`src/rtl/uart_fmt_rx_pkg.sv`:
```
package uart_fmt_rx_pkg;

    localparam int MAX_BITS = 8;
    localparam int CFG_W    = 6;

    typedef enum logic [2:0] {
        S_IDLE,
        S_START,
        S_DATA,
        S_PAR,
        S_STOP,
        S_HOLD,
        S_BRKW
    } rx_state_e;

    typedef struct packed {
        logic       stick;
        logic       even;
        logic       par_en;
        logic       stop_long;
        logic [1:0] len;
    } rx_fmt_t;

    typedef struct packed {
        logic [MAX_BITS-1:0] data;
        logic                perr;
        logic                ferr;
        logic                brk;
    } rx_result_t;

    function automatic rx_fmt_t decode_cfg(input logic [CFG_W-1:0] c);
        rx_fmt_t f;
        f.stick     = c[5];
        f.even      = c[4];
        f.par_en    = c[3];
        f.stop_long = c[2];
        f.len       = c[1:0];
        return f;
    endfunction

    // index of the final data bit: 4 for 5-bit words up to 7 for 8-bit words
    function automatic logic [2:0] last_bit_idx(input rx_fmt_t f);
        return 3'd4 + {1'b0, f.len};
    endfunction

    function automatic logic expected_parity(input rx_fmt_t f,
                                             input logic [MAX_BITS-1:0] d);
        if (f.stick)
            return ~f.even;
        return f.even ? ^d : ~^d;
    endfunction

endpackage

```
`src/rtl/uart_fmt_rx_tickcnt.sv`:
```
module uart_fmt_rx_tickcnt #(
    parameter int CW = 5
) (
    input  logic          clk,
    input  logic          rst,
    input  logic          tick,
    input  logic          clear,
    input  logic [CW-1:0] target,
    output logic          hit
);
    logic [CW-1:0] cnt;

    assign hit = tick && !clear && (cnt == target - {{(CW-1){1'b0}}, 1'b1});

    always_ff @(posedge clk) begin
        if (rst || clear)
            cnt <= '0;
        else if (hit)
            cnt <= '0;
        else if (tick)
            cnt <= cnt + {{(CW-1){1'b0}}, 1'b1};
    end
endmodule

```
`src/rtl/uart_fmt_rx_parity.sv`:
```
module uart_fmt_rx_parity
    import uart_fmt_rx_pkg::*;
(
    input  rx_fmt_t             fmt,
    input  logic [MAX_BITS-1:0] data,
    input  logic                par_bit,
    output logic                mismatch
);
    always_comb begin
        mismatch = fmt.par_en && (par_bit != expected_parity(fmt, data));
    end
endmodule

```
`src/rtl/uart_fmt_rx_fsm.sv`:
```
module uart_fmt_rx_fsm
    import uart_fmt_rx_pkg::*;
#(
    parameter int OVS = 16,
    parameter int CW  = 5
) (
    input  logic                clk,
    input  logic                rst,
    input  logic                tick,
    input  logic                rx,
    input  logic [CFG_W-1:0]    cfg,
    input  logic                hit,
    input  logic                mismatch,
    output logic                clear,
    output logic [CW-1:0]       target,
    output rx_fmt_t             fmt_q,
    output logic [MAX_BITS-1:0] shreg,
    output logic                par_bit,
    output rx_result_t          res,
    output logic                valid
);
    localparam int HALF = OVS / 2;

    rx_state_e  state;
    logic [2:0] bit_idx;
    logic       all_zero;
    logic       is_break;

    assign clear    = (state == S_IDLE) || (state == S_BRKW);
    assign is_break = all_zero && !rx;

    always_comb begin
        unique case (state)
            S_START: target = CW'(HALF);
            S_HOLD:  target = (fmt_q.len == 2'b00) ? CW'(HALF) : CW'(OVS);
            default: target = CW'(OVS);
        endcase
    end

    always_ff @(posedge clk) begin
        if (rst) begin
            state    <= S_IDLE;
            fmt_q    <= '0;
            shreg    <= '0;
            bit_idx  <= '0;
            par_bit  <= 1'b0;
            all_zero <= 1'b0;
            res      <= '0;
            valid    <= 1'b0;
        end else begin
            valid    <= 1'b0;
            res.perr <= 1'b0;
            res.ferr <= 1'b0;
            res.brk  <= 1'b0;
            unique case (state)
                S_IDLE: if (tick && !rx) begin
                    fmt_q <= decode_cfg(cfg);
                    state <= S_START;
                end
                S_START: if (hit) begin
                    if (rx) begin
                        state <= S_IDLE;
                    end else begin
                        state    <= S_DATA;
                        shreg    <= '0;
                        bit_idx  <= '0;
                        all_zero <= 1'b1;
                    end
                end
                S_DATA: if (hit) begin
                    shreg[bit_idx] <= rx;
                    all_zero       <= all_zero && !rx;
                    if (bit_idx == last_bit_idx(fmt_q))
                        state <= fmt_q.par_en ? S_PAR : S_STOP;
                    else
                        bit_idx <= bit_idx + 3'd1;
                end
                S_PAR: if (hit) begin
                    par_bit  <= rx;
                    all_zero <= all_zero && !rx;
                    state    <= S_STOP;
                end
                S_STOP: if (hit) begin
                    valid    <= 1'b1;
                    res.data <= shreg;
                    res.ferr <= !rx;
                    res.perr <= mismatch;
                    res.brk  <= is_break;
                    if (is_break)
                        state <= S_BRKW;
                    else if (fmt_q.stop_long)
                        state <= S_HOLD;
                    else
                        state <= S_IDLE;
                end
                S_HOLD: if (hit) state <= S_IDLE;
                S_BRKW: if (tick && rx) state <= S_IDLE;
                default: state <= S_IDLE;
            endcase
        end
    end
endmodule

```
`src/rtl/uart_fmt_rx.sv`:
```
module uart_fmt_rx
    import uart_fmt_rx_pkg::*;
#(
    parameter int OVERSAMPLE = 16
) (
    input  logic                clk,
    input  logic                rst,
    input  logic                baud_tick,
    input  logic                rx,
    input  logic [CFG_W-1:0]    line_cfg,
    output logic [MAX_BITS-1:0] rx_data,
    output logic                rx_valid,
    output logic                parity_err,
    output logic                frame_err,
    output logic                break_det
);
    localparam int CNT_W = $clog2(OVERSAMPLE + 1);

    logic                clear;
    logic                hit;
    logic                mismatch;
    logic [CNT_W-1:0]    target;
    rx_fmt_t             fmt_q;
    logic [MAX_BITS-1:0] shreg;
    logic                par_bit;
    rx_result_t          res;

    uart_fmt_rx_tickcnt #(.CW(CNT_W)) u_cnt (
        .clk    (clk),
        .rst    (rst),
        .tick   (baud_tick),
        .clear  (clear),
        .target (target),
        .hit    (hit)
    );

    uart_fmt_rx_parity u_par (
        .fmt      (fmt_q),
        .data     (shreg),
        .par_bit  (par_bit),
        .mismatch (mismatch)
    );

    uart_fmt_rx_fsm #(.OVS(OVERSAMPLE), .CW(CNT_W)) u_fsm (
        .clk      (clk),
        .rst      (rst),
        .tick     (baud_tick),
        .rx       (rx),
        .cfg      (line_cfg),
        .hit      (hit),
        .mismatch (mismatch),
        .clear    (clear),
        .target   (target),
        .fmt_q    (fmt_q),
        .shreg    (shreg),
        .par_bit  (par_bit),
        .res      (res),
        .valid    (rx_valid)
    );

    assign rx_data    = res.data;
    assign parity_err = res.perr;
    assign frame_err  = res.ferr;
    assign break_det  = res.brk;
endmodule

```
`config.mk`:
```
export PLATFORM = sky130hd
export DESIGN_NAME = uart_fmt_rx
export DESIGN_NICKNAME = d
export VERILOG_FILES = /design/src/rtl/uart_fmt_rx_pkg.sv /design/src/rtl/uart_fmt_rx_tickcnt.sv /design/src/rtl/uart_fmt_rx_parity.sv /design/src/rtl/uart_fmt_rx_fsm.sv /design/src/rtl/uart_fmt_rx.sv
export SDC_FILE = /design/constraint.sdc
export NUM_CORES = 1
export LEC_CHECK = 0
export ABC_AREA = 1
export CORE_ASPECT_RATIO = 1.25
export CORE_MARGIN = 5
export CORE_UTILIZATION = 55
export DETAILED_ROUTE_END_ITERATION = 8
export DONT_BUFFER_PORTS = 1
export GPL_TIMING_DRIVEN = 0
export PLACE_DENSITY = 0.7
export RECOVER_POWER = 25
export SYNTH_ARGS = -nofsm -noshare
export SYNTH_HDL_FRONTEND = slang
export SYNTH_HIERARCHICAL = 1
export SYNTH_SLANG_ARGS = --single-unit
```
`constraint.sdc`:
```
create_clock -name clk -period 5.85 [get_ports clk]
set_input_delay 1.17 -clock clk [delete_from_list [all_inputs] [get_ports clk]]
set_output_delay 1.17 -clock clk [all_outputs]
set_load 0.02 [all_outputs]
```
==> impl_metrics.tcl <==
set metrics [dict create \
    grt_usage_pct 19.07 \
    crit_path_start_kind "flip-flop" \
    wl_per_cell_um 11.02 \
    grt_pass1_vias 2028 \
    rsz0062_at_grt "false" \
    yosysTopAreaCell "dfxtp_1" \
    clkLatencyLatePin_ps 280 \
    route.vias.total 2152 \
    dr.pass1.iters 4 \
    maxSlewHeadroom_pct 65.88 \
    h-tree-depth 2 \
    n_antenna_cell 0 \
    drive_above_1_share_pct 14.06 \
    row_count 26 \
    syn_avg_cell_area_um2 6.331 \
    syn_to_final_growth_pct 7.089 \
    grt_max_degree 12 \
    rrSetupSlack_ps 3070 \
    clock_skew_ps 6.419 \
    die_w_um 68.21 \
    ir_drop_mv 0.2059 \
    final_area_mm2 0.002495 \
    p_leak_nw 1.098 \
    placedInstanceArea_mm2 0.002407 \
    clk_pin_slew_ps 70 \
    syn_inst 368 \
    postCtsSetupRepairBufs 0 \
    die_area_mm2 0.005645 \
    synth-edff-count 0 \
    fillers 435 \
    yosysTopAreaCellShare_pct 33.51 \
    crit_type "reg -> reg" \
    setup-violations-final 0 \
    cp_max_fo 10 \
    cp.required_ps 6030 \
    fin_crit_sh_pct 47.45 \
    gp_congestion 0.9237 \
    antenna_found_initial 0 \
    min_from "u_fsm/all_zero" \
    synth.area.top_cells "dfxtp_1 (34%), nand2_1 (17%), nor2_1 (7.3%)" \
    core_mm2 0.004099 \
    synth-async-reset-ratio_pct 0 \
    power_density_mw_per_mm2 282.0 \
    tritoncts "yes" \
    critPathLaunch "u_fsm/state[0]" \
    grt_pass1_wl_mm 8.245 \
    syn_area_mm2 0.002330 \
    drtAntennaViolNets 0 \
    drc 0 \
    dr.first_iter.drc_count 85 \
    report.final.slew_viol_count 0 \
    vias_per_cell 4.970 \
    reg2reg_from "u_fsm/state[0]" \
    routed_wl_mm 4.773 \
    min_period_ps 2776 \
    synth_warnings 6 \
    clkSinkCount 39 \
    fmax_mhz 360.2 \
    synthTopCellsByCount "nand2_1 (106), nor2_1 (45), inv_1 (41)" \
    synth.most_common_cell "nand2_1" \
    cts_hold_buf 0 \
    tightest_slew_ps 511.7 \
    grt_remaining_overflow 0 \
    die_y_um 82.77 \
    hold_viol_final 0 \
    critPathCaptureType "flip-flop" \
    io_buffers 0 \
    synth_cell_types 32 \
    ys.flop_type "dfxtp_1" \
    cts_resized 0 \
    hold_path_class "reg -> reg" \
    arrival_ps 2950 \
    outcome "complete, no violations" \
    boundaryPins 22 \
    yosys_register_bits 39 \
    cts-buffers-inserted 5 \
    hpwl_mm 3.797 \
    drv_cap 0 \
    root_buffer "clkbuf_8" \
    ys_seq_area_share_pct 33.51 \
    nNetsFinal 390 \
    initial_utilization_pct 56.84 \
    cts_buffer_depth 2 \
    tns_ps 0 \
]
[final timing paths]
kind,cells after the start,to
worst max-delay path,19,u_fsm/bit_idx[2]
worst min-delay path,2,u_fsm/all_zero
worst max register to register,19,u_fsm/bit_idx[2]
worst min register to register,2,u_fsm/all_zero
[metal layers]
metal / GRT usage (%) / routed length (um) / up-vias
met4: 6.759 / 70 / 0
met2: 35.87 / 2494 / 37
met1: 19.55 / 1970 / 946
li1: - / - / 1161
met3: 5.548 / 238 / 8
met5: 0 / 0 / -
[cell type report]
class / instances / area, um^2 / area share, %
tap: 56 / 70.07 / 2.808
buffer: 10 / 63.81 / 2.558
clock inverter: 1 / 5.005 / 0.2006
clock buffer: 6 / 82.58 / 3.310
multi-input combinational: 270 / 1299 / 52.06
sequential: 39 / 780.7 / 31.29
inverter: 51 / 193.9 / 7.773
[flip-flops by register name (all words and copies together) (netlist names)]
signal / flops
u_cnt/cnt: 5
u_fsm/res: 11
u_fsm/par_bit: 1
u_fsm/shreg: 8
u_fsm/all_zero: 1
u_fsm/fmt_q: 6
u_fsm/state: 3
u_fsm/valid: 1
u_fsm/bit_idx: 3
[cells in the final DEF, fill, tap and decap left out, drive strengths merged]
master,synthesis,layout
a21oi,27,27
nand2,113,113
nor2,59,59
clkinv,0,1
o21ai,18,18
buf,8,8
dfxtp,39,39
nand3,26,26
ha,3,3
conb,1,3
xor2,3,3
o211ai,1,1
nor3,9,9
clkbuf,2,8
nand4,4,4
mux2i,1,1
xnor2,2,2
inv,51,51
a211oi,1,1
[worst max-delay path, cell delays in order, from the launching register on]
cell and delay [ps]:
dfxtp_1 460, inv_2 90, nor2_2 190, o21ai_0 200, inv_1 170, inv_1 70
nand2_1 70, nand2_1 50, nand2_1 50, nand2_1 50, nor2_1 70, nand2_1 90
inv_1 140, inv_2 90, nor2_1 210, nand4_4 240, inv_4 170, nand2_2 70
o21ai_1 130, nor2_1 50
[per-stage QoR]
step | total power [mW] | hold WS [ps] | utilization, % | setup WS, ps | std cells
after global placement | 0.5252 | 460.5 | 58.73 | 3063 | 426
after detailed placement | 0.5296 | 480.4 | 58.73 | 3057 | 426
after global routing | 0.7617 | 524.2 | 60.87 | 2771 | 433
after CTS | 0.7126 | 497.0 | 60.87 | 3032 | 433
final | 0.7035 | 491.3 | 60.87 | 3074 | 433
after floorplan | 0.4890 | 440.8 | - | 3354 | 370
[logic make-up (layout without fill, tap and decap cells)]
family | Yosys count | count (layout) | synth area share [%]
fa+ha+maj | 3 | 3 | 1.611
other cells | 1 | 3 | 0.1610
buf+inv | 61 | 68 | 11.06
compound gates | 47 | 47 | 10.69
flops | 39 | 39 | 33.51
xor+xnor | 5 | 5 | 2.202
mux | 1 | 1 | 0.4297
simple gates | 211 | 211 | 40.33
[where the power goes]
part	switching [mW]	internal, mW	leakage (nW)
clock network	0.0882	0.0925	0.0470
registers	0.0198	0.284	0.316
logic	0.143	0.0760	0.736
Note: power is estimated with default switching activity, not from simulation.
